--- src/rtl/mhf_pkg.sv ---
package mhf_pkg;

    localparam int          CRC_W    = 32;
    localparam logic [31:0] CRC_POLY = 32'hEDB88320;
    localparam logic [31:0] CRC_INIT = 32'hFFFFFFFF;

    typedef enum logic [1:0] {
        ST_IDLE = 2'd0,
        ST_RUN  = 2'd1,
        ST_LOOK = 2'd2
    } fsm_t;

    // Contribution of one low nibble after four reflected shift steps.
    function automatic logic [31:0] nib_entry(input logic [3:0] nib);
        logic [31:0] c;
        c = {28'd0, nib};
        for (int i = 0; i < 4; i++) begin
            if (c[0]) c = (c >> 1) ^ CRC_POLY;
            else      c = c >> 1;
        end
        return c;
    endfunction

endpackage

--- src/rtl/mhf_crc_nibble.sv ---
module mhf_crc_nibble
    import mhf_pkg::*;
(
    input  logic [CRC_W-1:0] crc_in,
    output logic [CRC_W-1:0] crc_out
);
    localparam int ENTRIES = 16;

    logic [CRC_W-1:0] lut [ENTRIES];

    // The table is built once from the polynomial, one constant per nibble value.
    genvar g;
    generate
        for (g = 0; g < ENTRIES; g++) begin : g_lut
            assign lut[g] = nib_entry(4'(g));
        end
    endgenerate

    assign crc_out = (crc_in >> 4) ^ lut[crc_in[3:0]];

endmodule

--- src/rtl/mhf_hash_table.sv ---
module mhf_hash_table #(
    parameter int TBL_BYTES = 8
) (
    input  logic                           clk,
    input  logic                           rst_n,
    input  logic                           wr_en,
    input  logic [$clog2(TBL_BYTES)-1:0]   wr_idx,
    input  logic [7:0]                     wr_data,
    input  logic [$clog2(TBL_BYTES*8)-1:0] rd_idx,
    output logic                           rd_bit
);
    localparam int BITS  = TBL_BYTES * 8;
    localparam int BIDX_W = $clog2(TBL_BYTES);

    logic [7:0]      bytes_q [TBL_BYTES];
    logic [BITS-1:0] flat;

    genvar b;
    generate
        for (b = 0; b < TBL_BYTES; b++) begin : g_byte
            always_ff @(posedge clk) begin
                if (!rst_n) begin
                    bytes_q[b] <= 8'h00;
                end else if (wr_en && wr_idx == BIDX_W'(b)) begin
                    bytes_q[b] <= wr_data;
                end
            end
            // The top bit of the last byte is held high so broadcast always hits.
            if (b == TBL_BYTES - 1) begin : g_top
                assign flat[b*8 +: 8] = bytes_q[b] | 8'h80;
            end else begin : g_plain
                assign flat[b*8 +: 8] = bytes_q[b];
            end
        end
    endgenerate

    assign rd_bit = flat[rd_idx];

endmodule

--- src/rtl/mcast_hash_filter.sv ---
module mcast_hash_filter
    import mhf_pkg::*;
#(
    parameter int ADDR_BYTES = 6,
    parameter int TBL_BYTES  = 8
) (
    input  logic                           clk,
    input  logic                           rst_n,
    input  logic                           cfg_wr_en,
    input  logic [$clog2(TBL_BYTES)-1:0]   cfg_wr_idx,
    input  logic [7:0]                     cfg_wr_data,
    input  logic [ADDR_BYTES*8-1:0]        station_addr,
    input  logic                           promisc,
    input  logic                           pass_all_grp,
    input  logic                           start,
    input  logic [ADDR_BYTES*8-1:0]        dest_addr,
    output logic                           busy,
    output logic                           done,
    output logic                           accept,
    output logic [$clog2(TBL_BYTES*8)-1:0] hash_idx
);
    localparam int ADDR_W    = ADDR_BYTES * 8;
    localparam int NIB_STEPS = ADDR_BYTES * 2;
    localparam int STEP_W    = $clog2(NIB_STEPS + 1);
    localparam int IDX_W     = $clog2(TBL_BYTES * 8);
    localparam int GRP_BIT   = ADDR_W - 8;

    fsm_t             state, state_nx;
    logic [ADDR_W-1:0] addr_sh;
    logic [CRC_W-1:0]  crc_q, crc_mix, crc_step;
    logic [STEP_W-1:0] step_q;
    logic              grp_q, match_q;
    logic              tbl_hit;

    // State register
    always_ff @(posedge clk) begin
        if (!rst_n) state <= ST_IDLE;
        else        state <= state_nx;
    end

    // Next state
    always_comb begin
        state_nx = state;
        unique case (state)
            ST_IDLE: if (start) state_nx = ST_RUN;
            ST_RUN:  if (step_q == STEP_W'(NIB_STEPS - 1)) state_nx = ST_LOOK;
            ST_LOOK: state_nx = ST_IDLE;
            default: state_nx = ST_IDLE;
        endcase
    end

    // On even steps the next address byte is folded into the CRC low byte.
    always_comb begin
        crc_mix = crc_q;
        if (!step_q[0]) crc_mix[7:0] = crc_q[7:0] ^ addr_sh[ADDR_W-1 -: 8];
    end

    mhf_crc_nibble u_nib (
        .crc_in  (crc_mix),
        .crc_out (crc_step)
    );

    mhf_hash_table #(.TBL_BYTES(TBL_BYTES)) u_tbl (
        .clk     (clk),
        .rst_n   (rst_n),
        .wr_en   (cfg_wr_en),
        .wr_idx  (cfg_wr_idx),
        .wr_data (cfg_wr_data),
        .rd_idx  (crc_q[IDX_W-1:0]),
        .rd_bit  (tbl_hit)
    );

    // Datapath
    always_ff @(posedge clk) begin
        if (!rst_n) begin
            addr_sh <= '0;
            crc_q   <= CRC_INIT;
            step_q  <= '0;
            grp_q   <= 1'b0;
            match_q <= 1'b0;
        end else begin
            unique case (state)
                ST_IDLE: begin
                    if (start) begin
                        addr_sh <= dest_addr;
                        crc_q   <= CRC_INIT;
                        step_q  <= '0;
                        grp_q   <= dest_addr[GRP_BIT];
                        match_q <= (dest_addr == station_addr);
                    end
                end
                ST_RUN: begin
                    crc_q  <= crc_step;
                    step_q <= step_q + STEP_W'(1);
                    if (step_q[0]) addr_sh <= addr_sh << 8;
                end
                default: ;
            endcase
        end
    end

    // Outputs
    always_ff @(posedge clk) begin
        if (!rst_n) begin
            done     <= 1'b0;
            accept   <= 1'b0;
            hash_idx <= '0;
        end else begin
            done <= 1'b0;
            if (state == ST_LOOK) begin
                done     <= 1'b1;
                hash_idx <= crc_q[IDX_W-1:0];
                accept   <= promisc | (pass_all_grp & grp_q) | match_q | tbl_hit;
            end
        end
    end

    assign busy = (state != ST_IDLE);

endmodule

--- config.mk ---
export PLATFORM = sky130hd
export DESIGN_NAME = mcast_hash_filter
export DESIGN_NICKNAME = d
export VERILOG_FILES = /design/src/rtl/mhf_pkg.sv /design/src/rtl/mhf_crc_nibble.sv /design/src/rtl/mhf_hash_table.sv /design/src/rtl/mcast_hash_filter.sv
export SDC_FILE = /design/constraint.sdc
export NUM_CORES = 1
export LEC_CHECK = 0
export ABC_AREA = 1
export CAP_MARGIN = 0
export CORE_ASPECT_RATIO = 0.8
export CORE_MARGIN = 1.5
export CORE_UTILIZATION = 43
export DETAILED_ROUTE_END_ITERATION = 7
export DONT_BUFFER_PORTS = 1
export HOLD_SLACK_MARGIN = 0.06
export PLACE_DENSITY = 0.66
export SETUP_SLACK_MARGIN = 0.2
export SLEW_MARGIN = 20
export SYNTH_ARGS = -nofsm -noshare
export SYNTH_HDL_FRONTEND = slang
export SYNTH_HIERARCHICAL = 1
export SYNTH_SLANG_ARGS = --single-unit
--- constraint.sdc ---
create_clock -name clk -period 1.85 [get_ports clk]
set_input_delay 0.2775 -clock clk [delete_from_list [all_inputs] [get_ports clk]]
set_output_delay 0.2775 -clock clk [all_outputs]
set_load 0.03 [all_outputs]
* Word-level counts from Yosys, hierarchy flattened
Memory sizes are Yosys's and may differ from the RTL's.
Cells that the tools add are included.
** Storage, ports and cells
- ROM bits :: 512
- Bits in registers :: 96
- Memories kept :: 2
- Output and inout bits :: 9
- Input port bits :: 113
- Bits in writable memories :: 64
- Latch bits :: 0
** Operators by class
- Bitwise gates (word level) :: 15
- Shifts and indexed selects :: 0
- $mul :: 0
- Order comparisons :: 2
- Add/subtract/negate cells :: 1
- Muxes and demuxes :: 49
- Reductions and logical operators :: 16
- Eq/ne operators :: 14
- Div/mod/pow operators :: 0
** Memory list
- (name not given) :: words 16, bits a word 32, rd ports 1, clocked after memory_dff 0, write ports 0, RTL line mhf_crc_nibble.sv:19 : assign crc_out = (crc_in >> 4) ^ lut[crc_in[3:0]];
- u_tbl.bytes_q :: words 8, bits a word 8, rd ports 8, clocked after memory_dff 0, write ports 8, RTL line mhf_hash_table.sv:15 : logic [7:0] bytes_q [TBL_BYTES];
** Operators by type and width (count)
- 2-to-1 mux 32 bit :: 3
- 2-to-1 mux 48 bit :: 2
- case mux 48 bit (2 select lines) :: 1
- 2-to-1 mux 8 bit :: 9
- case mux 32 bit (2 select lines) :: 1
- == test 48 bit :: 1
- XOR 28 x 32 -> 32 bit :: 1
- 2-to-1 mux 1 bit :: 27
- == test 3 bit, second input constant :: 4
- bitwise OR 1 bit :: 11
- logical AND 1 bit :: 8
- case mux 4 bit (2 select lines) :: 1
- XOR 8 bit :: 1
- less-than comparator 6 x 7 -> 1 bit, second input constant :: 1
- binary-select mux 1 bit (select 6 bit) :: 1
- == test 3 x 2 -> 1 bit, second input constant :: 2
- != test 2 bit, second input constant :: 3
- AND reduction 2 bit :: 3
- >= comparator 5 bit, second input constant :: 1
- inverter 4 -> 5 bit :: 1
- adder 4 x 1 -> 4 bit, second input constant :: 1
- == test 4 bit, second input constant :: 1
- 2-to-1 mux 2 bit :: 2
- 2-to-1 mux 4 bit :: 1
- other kinds (9) :: 10

* Longest topological paths before layout
- Depth in word-level cells :: 8
- Depth in mapped cells :: 13
- Gate-level depth less buffers :: 12

* By module
The synthesis kept the hierarchy.
** Modules (own cells, without submodules)
- mcast_hash_filter :: area an instance 4598.2 um2, cells an instance 685, instances 1
- mhf_hash_table :: area an instance 3093.0 um2, cells an instance 347, instances 1
- mhf_crc_nibble :: area an instance 534.3 um2, cells an instance 92, instances 1

* Worst setup path before layout
Ideal clock, no wire load.
- Path kind :: flip-flop to flip-flop
- Start point :: register step_q[0]
- End point :: register crc_q[23]
- Arrival time :: 1.451 ns
- Library setup time :: 0.117 ns
- Path slack :: 0.282 ns
- Buffers on the path :: 1
- Stages on the path, launching flop included :: 13
- Clock period less this slack :: 1.568 ns
- Path through :: dfxtp_1 inv_2 nand2_1 xor2_1 inv_1 buf_6 inv_2 nand2_2 nand2_2 nand2_1 nand3_1 nand2_1 o22a_1
** On the way
- Longest elaborated chain between the ends :: 7
** Ends and longest elaborated chain
- start: declaration :: RTL line mcast_hash_filter.sv:31 : logic [STEP_W-1:0] step_q;
- start signal: assignment :: RTL line mcast_hash_filter.sv:94 : step_q <= step_q + STEP_W'(1);
- 2-to-1 mux 8 bit :: RTL line mcast_hash_filter.sv:55 : if (!step_q[0]) crc_mix[7:0] = crc_q[7:0] ^ addr_sh[ADDR_W-1 -: 8];
- net crc_mix[3] :: RTL line mcast_hash_filter.sv:30 : logic [CRC_W-1:0] crc_q, crc_mix, crc_step;
- inverter 4 -> 5 bit (implied by the code) :: RTL line mhf_crc_nibble.sv:19
- memory read (16 x 32 bit)
- 2-to-1 mux 32 bit (implied by the code) (2 in a row) :: RTL line mhf_crc_nibble.sv:19
- XOR 28 x 32 -> 32 bit :: RTL line mhf_crc_nibble.sv:19
- net crc_step[23] :: RTL line mcast_hash_filter.sv:30
- case mux 32 bit (2 select lines) :: RTL line mcast_hash_filter.sv:82 : unique case (state)
- end signal: assignment :: RTL line mcast_hash_filter.sv:93 : crc_q <= crc_step;
- end: declaration :: RTL line mcast_hash_filter.sv:30
The timed path passes the listed nets, and every way through them passes these cells. The select of a mux whose other input is x is not followed.
A chain may end at the register's enable or synchronous reset.

* Worst setup path after layout
- Start point :: register crc_q[0]
- End point :: register accept
** On the way
- Longest elaborated chain between the ends :: 3
** Ends and longest elaborated chain
- binary-select mux 1 bit (select 6 bit) :: RTL line mhf_hash_table.sv:37 : assign rd_bit = flat[rd_idx];
- 2-to-1 mux 1 bit (implied by the code) :: RTL line mhf_hash_table.sv:37
- net tbl_hit :: RTL line mcast_hash_filter.sv:33 : logic tbl_hit;
- bitwise OR 1 bit :: RTL line mcast_hash_filter.sv:113 : accept <= promisc | (pass_all_grp & grp_q) | match_q | tbl_hit;
- end signal: assignment :: RTL line mcast_hash_filter.sv:113
- end: declaration :: RTL line mcast_hash_filter.sv:19 : output logic accept,
The timed path passes the listed nets, and every way through them passes these cells. The select of a mux whose other input is x is not followed.

==> flow_metrics.tcl <==
set metrics [dict create \
    holdCritStartpoint "dest_addr[40]" \
    setup_violations 0 \
    regToRegSetupSlack_ns 0.26 \
    setup-tns-final_ns 0 \
    drive_above_1_share 0.102 \
    n_antenna_cell 0 \
    gp_congestion 0.888 \
    netlist.area_leader.share 0.234 \
    hold_viol 0 \
    vias_per_cell 5.14 \
    hpwlAfterDp_um 15100 \
    wl_um 22900 \
    hold_path_end "grp_q" \
    grt_pass1_wl_um 35500 \
    hp-class "in2reg" \
    cts_htree_levels 4 \
    vias 7446 \
    critPathKind "reg2reg" \
    leakage_nw 4.47 \
    cts_max_path_buffers 2 \
    root_buffer "clkbuf_16" \
    yosysWarnings 6 \
    critPathSlowestCell "dfxtp_4" \
    start_util 0.436 \
    yosys_register_bits 159 \
    cpMostUsedCell "nand3_1" \
    fill_cells 1819 \
    required_ns 2.16 \
    antenna_left 0 \
    path_max_fanout 10 \
    hold-worst-slack_ns 0.0803 \
    grt_start_max_net_pins 57 \
    die_area_mm2 0.0200 \
    cp_slowest_stage_delay_ns 0.40 \
    die_h_um 127 \
    cp_cell_sequence "buf_12 > or2_1 > nand3_1 > nand3_1 > nand3_1 > nand3_1 > nand3_1 > nand2_1 > nor3_2 > a21oi_1" \
    synthesis.area_mm2 0.00823 \
    grt_pass1_vias 6801 \
    synth_commonest_cells "nand2_1, inv_1, nor2_1" \
    max_freq_mhz 630 \
    drcViolationCount 0 \
    rsz0062_at_grt "true" \
    rr_worst_depth 10 \
    status "complete, no violations" \
    regToRegStartpoint "crc_q[0]" \
    ios 122 \
    yosys_most_used_dff "dfxtp_1" \
    area_growth_pct 18.7 \
    finClkSkew_ns 0.0113 \
    synthTopCellsByArea "dfxtp_1, edfxtp_1, nand2_1" \
    synth_cell_type_count 35 \
    ys_seq_area_frac 0.464 \
    fin_total_pwr_mw 9.50 \
    drv_cap 0 \
    drt_iter0_markers 753 \
    finalCriticalPeriod_ns 1.59 \
    antenna_found_initial 0 \
    cts_tree "done" \
    ir_worst_vdd_mv 0.633 \
    yosysTopAreaCell "dfxtp_1" \
    path_clk_slew_ns 0.07 \
    arrival_ns 1.90 \
    critPathCaptureType "flip-flop" \
    track_usage 0.232 \
    relSlewSlack 0.487 \
    cellPowerDensity_mw_per_mm2 973 \
    drv_slew 0 \
    rr_endpoint "accept" \
    period_share 0.858 \
    clkLatencyLatePin_ns 0.43 \
    fp.coreArea_mm2 0.0189 \
    syn_inst 1124 \
    min_path_cells 2 \
    numCtsBuffers 17 \
    syn_area_per_cell_um2 7.32 \
    start_kind "flip-flop" \
    io_buffers 0 \
    overflow 0 \
    firstDrtPassIters 5 \
    fp-row-count 45 \
    layout.nets 1291 \
    synth_nets 1238 \
    dieWidth_um 158 \
    cts.sinks 159 \
    worst_slew_pin_slew_ns 0.769 \
    synth.most_common_cell "nand2_1" \
    wl_per_cell_um 15.8 \
    synth-edff-count 63 \
    async_flop_share 0 \
]
-- cell families (layout without fill, tap and decap cells) --
family,after synthesis,after routing,synth area share
xor gates and xnor gates,34,34,0.0371
adders and majority gates,1,1,0.00152
buffers and inverters,204,270,0.103
DFF,159,159,0.464
AOI/OAI and AO/OA,135,135,0.100
and+or+nand+nor,591,591,0.294
-- placed cells by master, fill, tap and decap left out, types with 5 or more instances in the layout --
master           n
nand3_2          8
clkbuf_16       19
inv_6            5
a21oi_1          9
xor2_1          21
buf_12           7
nand3_1         97
o21ai_1         20
edfxtp_1        63
buf_4           23
inv_1          123
xnor2_1         12
inv_2           29
nor2_1         118
dfxtp_1         93
nand2_1        348
a31oi_1         40
nand2_2          6
o21ai_0         40
o22a_1          19
or2_1            7
dlygate4sd3_1   49
-- cell type report --
class                      count  area (um2)  share of cell area
multi-input combinational    761        3600               0.369
clock buffer                  19         443              0.0454
tap                          258         323              0.0331
timing repair buffer          83         876              0.0897
inverter                     155         597              0.0611
sequential                   159        3820               0.391
clock inverter                13         104              0.0106
-- per-layer routing --
metal  GRT usage  vias to the layer above  routed length (um)
li1            -                     3688                   -
met1       0.335                     3419               10500
met2       0.329                      290                9700
met3      0.0656                       49                1950
met4      0.0832                        0                 686
met5           0                        -                   0
-- power by group --
group          switching, mW  internal (mW)  total, mW  leakage [nW]
combinational           1.24          0.827       2.06          2.80
sequential             0.192           3.95       4.14          1.40
clock                   1.51           1.78       3.29         0.274
-- worst max-delay path by stage --
stage,start,end,slack (ns),depth (start not counted)
floorplan,step_q[0],crc_q[23],0.28,12
global placement,crc_q[0],accept,0.12,11
detailed placement,step_q[0],crc_q[23],0.11,10
CTS,state[0],addr_sh[7],0.20,7
global route,step_q[0],crc_q[18],0.15,11
finish,crc_q[0],accept,0.26,10
-- per-stage QoR --
| stage | util | cell area (um2) | std cells | setup WS (ns) |
|---|---|---|---|---|
| final | 0.518 | 9770 | 1448 | 0.263 |
| after CTS | 0.507 | 9560 | 1437 | 0.201 |
| after global routing | 0.518 | 9770 | 1448 | 0.153 |
| after floorplan | - | 8230 | 1124 | 0.282 |
| after detailed placement | 0.450 | 8500 | 1355 | 0.115 |
| after global placement | 0.450 | 8500 | 1355 | 0.122 |
-- critical path: cells and delay by family (launching register included) --
family	cells	cell delay [ns]
flip-flops	1	0.40
AND/OR/NAND/NOR	8	0.84
buffers and inverters	1	0.16
AO/OA/AOI/OAI	1	0.08
-- what timing repair did --
| item | 4_1_cts | 5_1_grt |
|---|---|---|
| pin swaps | 0 | 3 |
| gates cloned | 0 | 2 |
| endpoints found under the setup margin | 27 | 48 |
| hold endpoints to repair | 58 | 0 |
| gates resized for setup | 7 | 19 |
| hold buffers | 50 | 0 |
| setup buffers | 0 | 9 |
-- state kept, by name, indices dropped and copies added (netlist names) --
name           count
u_tbl/bytes_q     63
step_q             4
hash_idx           6
match_q            1
crc_q             32
accept             1
done               1
state              2
addr_sh           48
grp_q              1
Note: power is estimated with default switching activity, not from simulation.
